`src/rtl/psa_pkg.sv`:
```
package psa_pkg;
  localparam int MAX_PORTS    = 6;
  localparam int DEF_PRIO_W   = 3;
  localparam int DEF_WEIGHT_W = 5;

  // Index width for a given port count, never below one bit.
  function automatic int idx_bits(input int n);
    return (n > 1) ? $clog2(n) : 1;
  endfunction

  // Arbiter sequencing: idle (deciding) or holding a grant.
  typedef enum logic {ARB_IDLE = 1'b0, ARB_HOLD = 1'b1} arb_state_e;
endpackage

```
`src/rtl/psa_class_sel.sv`:
```
module psa_class_sel #(
  parameter int NPORTS = 6,
  parameter int PRIO_W = 3
) (
  input  logic [NPORTS-1:0]        req,
  input  logic [NPORTS*PRIO_W-1:0] prio_cfg,
  output logic [NPORTS-1:0]        level_req,
  output logic                     any_req
);
  logic [PRIO_W-1:0] top_lvl;

  function automatic logic [PRIO_W-1:0] lvl_of(input logic [NPORTS*PRIO_W-1:0] f, input int i);
    return f[i*PRIO_W +: PRIO_W];
  endfunction

  always_comb begin
    top_lvl = '0;
    for (int i = 0; i < NPORTS; i++) begin
      if (req[i] && (lvl_of(prio_cfg, i) > top_lvl)) top_lvl = lvl_of(prio_cfg, i);
    end
  end

  always_comb begin
    for (int i = 0; i < NPORTS; i++) begin
      level_req[i] = req[i] && (lvl_of(prio_cfg, i) == top_lvl);
    end
  end

  assign any_req = |req;
endmodule

```
`src/rtl/psa_rr_pick.sv`:
```
module psa_rr_pick #(
  parameter int NPORTS = 6,
  parameter int IDX_W  = 3
) (
  input  logic [NPORTS-1:0] cand,
  input  logic [IDX_W-1:0]  last_idx,
  output logic              found,
  output logic [IDX_W-1:0]  pick_idx
);
  // Wrapping successor of base by k positions.
  function automatic int wrap_step(input int base, input int k);
    int s;
    s = base + k;
    if (s >= NPORTS) s = s - NPORTS;
    return s;
  endfunction

  always_comb begin
    found    = 1'b0;
    pick_idx = '0;
    for (int k = 1; k <= NPORTS; k++) begin
      if (!found && cand[wrap_step(int'(last_idx), k)]) begin
        found    = 1'b1;
        pick_idx = IDX_W'(wrap_step(int'(last_idx), k));
      end
    end
  end
endmodule

```
`src/rtl/psa_credit_bank.sv`:
```
module psa_credit_bank #(
  parameter int NPORTS   = 6,
  parameter int WEIGHT_W = 5,
  parameter int IDX_W    = 3
) (
  input  logic                       clk,
  input  logic                       rst,
  input  logic                       commit,
  input  logic                       reload,
  input  logic [NPORTS-1:0]          reload_mask,
  input  logic [IDX_W-1:0]           used_idx,
  input  logic [NPORTS*WEIGHT_W-1:0] weight_cfg,
  output logic [NPORTS-1:0]          credit_nz,
  output logic [NPORTS-1:0]          weight_nz
);
  // Credit after an accepted grant: optional reload, then one spent by the winner.
  function automatic logic [WEIGHT_W-1:0] next_credit(
    input logic [WEIGHT_W-1:0] cur, input logic [WEIGHT_W-1:0] wgt,
    input logic do_load, input logic is_winner);
    logic [WEIGHT_W-1:0] base;
    base = do_load ? wgt : cur;
    if (is_winner && (base != '0)) base = base - 1'b1;
    return base;
  endfunction

  for (genvar g = 0; g < NPORTS; g++) begin : g_port
    logic [WEIGHT_W-1:0] cr_q;
    logic [WEIGHT_W-1:0] wgt;
    logic                is_win;

    assign wgt    = weight_cfg[g*WEIGHT_W +: WEIGHT_W];
    assign is_win = (used_idx == IDX_W'(g));

    always_ff @(posedge clk) begin
      if (rst) cr_q <= '0;
      else if (commit) cr_q <= next_credit(cr_q, wgt, reload && reload_mask[g], is_win);
    end

    assign credit_nz[g] = (cr_q != '0);
    assign weight_nz[g] = (wgt != '0);
  end
endmodule

```
`src/rtl/port_share_arbiter.sv`:
```
module port_share_arbiter #(
  parameter int NPORTS   = psa_pkg::MAX_PORTS,
  parameter int PRIO_W   = psa_pkg::DEF_PRIO_W,
  parameter int WEIGHT_W = psa_pkg::DEF_WEIGHT_W,
  localparam int IDX_W   = psa_pkg::idx_bits(NPORTS)
) (
  input  logic                       clk,
  input  logic                       rst,
  input  logic [NPORTS-1:0]          req,
  input  logic [NPORTS*PRIO_W-1:0]   prio_cfg,
  input  logic [NPORTS*WEIGHT_W-1:0] weight_cfg,
  input  logic                       accept,
  output logic [NPORTS-1:0]          grant,
  output logic [IDX_W-1:0]           grant_idx
);
  import psa_pkg::*;

  arb_state_e         state_q;
  logic [NPORTS-1:0]  gnt_q;
  logic [IDX_W-1:0]   idx_q;
  logic [IDX_W-1:0]   ptr_q;
  logic               reload_q;
  logic [NPORTS-1:0]  rmask_q;

  // Named internal events.
  logic               ev_decide;
  logic               ev_commit;
  logic               ev_reload;
  logic [NPORTS-1:0]  level_req;
  logic               any_req;
  logic [NPORTS-1:0]  credit_nz;
  logic [NPORTS-1:0]  weight_nz;
  logic [NPORTS-1:0]  weighted_set;
  logic [NPORTS-1:0]  pick_set;
  logic               pick_found;
  logic [IDX_W-1:0]   pick_idx;

  psa_class_sel #(.NPORTS(NPORTS), .PRIO_W(PRIO_W)) u_class (
    .req       (req),
    .prio_cfg  (prio_cfg),
    .level_req (level_req),
    .any_req   (any_req)
  );

  psa_credit_bank #(.NPORTS(NPORTS), .WEIGHT_W(WEIGHT_W), .IDX_W(IDX_W)) u_credit (
    .clk         (clk),
    .rst         (rst),
    .commit      (ev_commit),
    .reload      (reload_q),
    .reload_mask (rmask_q),
    .used_idx    (idx_q),
    .weight_cfg  (weight_cfg),
    .credit_nz   (credit_nz),
    .weight_nz   (weight_nz)
  );

  // New round when the contenders hold no credit but some can earn it.
  assign ev_reload    = ((level_req & credit_nz) == '0) && ((level_req & weight_nz) != '0);
  assign weighted_set = level_req & (ev_reload ? weight_nz : credit_nz);
  assign pick_set     = (weighted_set != '0) ? weighted_set : level_req;

  psa_rr_pick #(.NPORTS(NPORTS), .IDX_W(IDX_W)) u_pick (
    .cand     (pick_set),
    .last_idx (ptr_q),
    .found    (pick_found),
    .pick_idx (pick_idx)
  );

  assign ev_decide = (state_q == ARB_IDLE) && any_req && pick_found;
  assign ev_commit = (state_q == ARB_HOLD) && accept;

  always_ff @(posedge clk) begin
    if (rst) begin
      state_q  <= ARB_IDLE;
      gnt_q    <= '0;
      idx_q    <= '0;
      ptr_q    <= '0;
      reload_q <= 1'b0;
      rmask_q  <= '0;
    end else if (ev_decide) begin
      state_q  <= ARB_HOLD;
      gnt_q    <= NPORTS'(1) << pick_idx;
      idx_q    <= pick_idx;
      reload_q <= ev_reload;
      rmask_q  <= level_req;
    end else if (ev_commit) begin
      state_q  <= ARB_IDLE;
      gnt_q    <= '0;
      idx_q    <= '0;
      ptr_q    <= idx_q;
      reload_q <= 1'b0;
      rmask_q  <= '0;
    end
  end

  assign grant     = gnt_q;
  assign grant_idx = idx_q;
endmodule

```
`config.mk`:
```
export PLATFORM = sky130hd
export DESIGN_NAME = port_share_arbiter
export DESIGN_NICKNAME = d
export VERILOG_FILES = /design/src/rtl/psa_pkg.sv /design/src/rtl/psa_class_sel.sv /design/src/rtl/psa_rr_pick.sv /design/src/rtl/psa_credit_bank.sv /design/src/rtl/port_share_arbiter.sv
export SDC_FILE = /design/constraint.sdc
export NUM_CORES = 1
export LEC_CHECK = 0
export BUFFER_PORTS_ARGS = -buffer_cell sky130_fd_sc_hd__buf_2
export CAP_MARGIN = 20
export CORE_ASPECT_RATIO = 1.25
export CORE_UTILIZATION = 67
export CTS_BUF_LIST = sky130_fd_sc_hd__clkbuf_8
export DETAILED_ROUTE_END_ITERATION = 16
export HOLD_SLACK_MARGIN = 0.03
export PLACE_DENSITY = 0.95
export SYNTH_ARGS = -nofsm -noshare
export SYNTH_HDL_FRONTEND = slang
export SYNTH_SLANG_ARGS = --single-unit
```
`constraint.sdc`:
```
create_clock -name clk -period 16.25 [get_ports clk]
set_input_delay 2.4375 -clock clk [delete_from_list [all_inputs] [get_ports clk]]
set_output_delay 2.4375 -clock clk [all_outputs]
set_load 0.05 [all_outputs]
```
==> impl_results.md <==
* Number of clock sinks at 50
* Largest area contributor in the netlist: dfxtp_1
* Measured slew at the worst slew-check pin at 1.094 ns
* Critical path peak fanout at 16
* Yosys warns at 0
* CP max stage delay at 0.80 ns
* Starting Density at 0.6884
* Slowest CP cell: nor4_1
* Pint at 0.2704 mW
* Worst vdd ir at 0.00006900 V
* Arrival time worst endpoint at 13.40 ns
* Setup crit start: prio_cfg[0]
* Vias per Instance at 6.936
* Ys async rst share at 0
* Syn-to-layout area delta at 7.519%
* Most frequent cell after synthesis: nand2_1
* NetSw at 0.2625 mW
* Num CTS Buffers at 5
* Setup bufs post-CTS at 0
* Register area share after synthesis at 0.1680
* GRT overflow at 0
* Worst reg2reg endpoint: grant[0]
* HP Class: register to register
* DRT Wirelength at 17590 um
* Hold Crit Start: grant[3]
* CP endpoint kind: register
* CTS tree: yes
* #FFs+latches synth at 50
* TNS Setup at 0 ns
* Io pins at 66
* ANT cells at 0
* Crit start category: primary input
* Setup CP Type: primary input to register
* P_leak at 2.384 nW
* Htree depth at 2
* Slew HR at 0.2611
* RSZ-0062 raised after global routing: no
* Final Max Tran Viols at 0
* Vias in the first global route at 6204
* CP most frequent cell: ha_1
* Synth Cell Area at 5957 um^2
* Fmax at 76.01 MHz
* Avg Cell Area, Syn at 7.363 um^2
* Post-route ant nets at 0
* GP Congestion at 1.073
* Drc violations at 0
* Clock Pin Slew Worst Setup and Hold Paths at 0.10 ns
* Rows at 38
* Hold buffers post-CTS at 0
* Power Dens Cells at 83.20 nW/um^2
* # setup viols final at 0
* Max-capacitance violation count at 0
* Top_reg_cell synth: dfxtp_1
* Total GRT Usage at 0.3872
* Die W at 86.34 um
* Outcome: complete, no violations
* CTS max path bufs at 2
* Tcrit/Tclk final at 0.8096
* Comb pwr share at 0.567
* Syn_nets at 903
* Initial antenna violation count at 0
* Clock network fraction of design power at 0.150
* Hold path endpoint: grant[3]
* Die height at 107.4 um
* Post-synth EDFFs at 0
* Die area at 9274 um^2
* Clock root buffer: clkbuf_8
* Pre-antenna DRT Iters at 8
* Later-pin clock latency in the skew report at 0.32 ns
* Share of layout cells above drive strength 1 at 0.1533
* Post-Syn Instances at 809
* Iter 0 DRT Violations at 553
* Final hold violations at 0
* Largest net degree at the start of global routing at 62
* Sequential share of power at 0.283
* Routed len/inst at 18.17 um
* Dpl hpwl at 13450 um
* Synth top area cells: dfxtp_1 17%, nand2_1 8.1%, ha_1 7.8%
* Setup Skew at 0.008985 ns
* R2r setup slk at 11.73 ns
* Top-area cell type share of the netlist area at 0.1680
* R2R cell count at 12
* Core ar. at 8653 um^2
* Port Buf Inserts at 65
* Worst Hold Depth at 2
* Switching share of power at 0.4927
* Distinct cells, synth at 94
* Routed vias at 6714
* Fin Hold WS at 0.4615 ns
* Fin crit period at 13.16 ns
* Worst r2r src: u_credit.g_port[0].cr_q[2]
* First-pass GRT wire length at 29210 um
* WP data required at 16.49 ns
* Top cells by count, synth: 129 x nand2_1, 59 x a21oi_1, 59 x nor2_1
* Nets@finish at 941
* Post-cts sizing count at 0
==> cells by family after synthesis <==
kind of cell,share of synthesized area
DFF,0.1680
buffers and inverters,0.04411
AOI/OAI and AO/OA,0.3291
muxes,0.05524
xor gates and xnor gates,0.03382
adders and majority gates,0.07771
and+or+nand+nor,0.2920
==> power by group through the flow <==
stage | registers [mW] | logic (mW) | clock network [mW]
after global placement | 0.151 | 0.285 | 0
after global routing | 0.152 | 0.327 | 0.0842
after detailed placement | 0.152 | 0.295 | 0
final | 0.151 | 0.302 | 0.0801
after floorplan | 0.162 | 0.221 | 0
after CTS | 0.149 | 0.296 | 0.0805
==> layer usage <==
metal	track usage	wire, um
met5	0	0
met4	0.1464	631
met3	0.04831	1192
met2	0.6893	8830
met1	0.4702	6932
==> final cells by class <==
cell class / count / area [um^2]
clock inverters: 2 / 16.27
repair buffers: 69 / 355.3
multi-input cells: 693 / 4695
well taps: 120 / 150.1
clock buffers: 6 / 82.58
flip-flops and latches: 50 / 1001
inverters: 28 / 105.1
fillers: 683 / 2248
==> worst max-delay path, delay by kind of cell <==
kind	cells	cell delay, ns
compound gates	18	4.83
xor+xnor	1	0.16
fa+ha+maj	5	1.40
buf+inv	3	0.41
mux	4	1.32
simple gates	13	2.83
==> placed cells by master (no fill, tap or decap), drive strengths merged, types with 6 or more instances in the layout <==
cell type    n
a2111oi     13
a211oi       6
a21oi       60
a31oi       17
and2        18
and3        16
buf         69
clkbuf       6
dfxtp       50
ha          37
inv         28
mux2         7
mux2i       25
nand2      130
nand3       21
nand4       10
nand4b       7
nor2        61
nor3        26
nor4        11
o2111ai     14
o211ai       8
o21ai       45
o22ai        6
o31a         8
o31ai        6
o32ai        6
or2         13
or3          7
or4          6
xnor2       19
==> worst max-delay path by stage <==
stage	end	slack, ns	depth (start not counted)
after global routing	rmask_q[5]	2.48	45
after CTS	rmask_q[1]	3.24	44
after detailed placement	rmask_q[1]	2.94	44
final	rmask_q[1]	3.09	44
after global placement	rmask_q[5]	3.39	44
after floorplan	grant[0]	4.57	43
==> through the flow <==
stage | util | cell area (um^2) | power, mW | cells | worst slack [ns]
6_report | 0.7402 | 6405 | 0.5329 | 968 | 3.093
5_1_grt | 0.7402 | 6405 | 0.5632 | 968 | 2.481
4_1_cts | 0.7402 | 6405 | 0.5258 | 968 | 3.236
3_5_place_dp | 0.7287 | 6306 | 0.4468 | 960 | 2.938
3_3_place_gp | 0.7287 | 6306 | 0.4364 | 960 | 3.390
2_1_floorplan | - | 5957 | 0.3821 | 809 | 4.566
==> state kept, by name (all words and copies together), names as in the netlist <==
register	flops
reload_q	1
state_q	1
grant	6
u_credit.g_port.cr_q	30
ptr_q	3
grant_idx	3
rmask_q	6
Note: power is estimated with default switching activity, not from simulation.
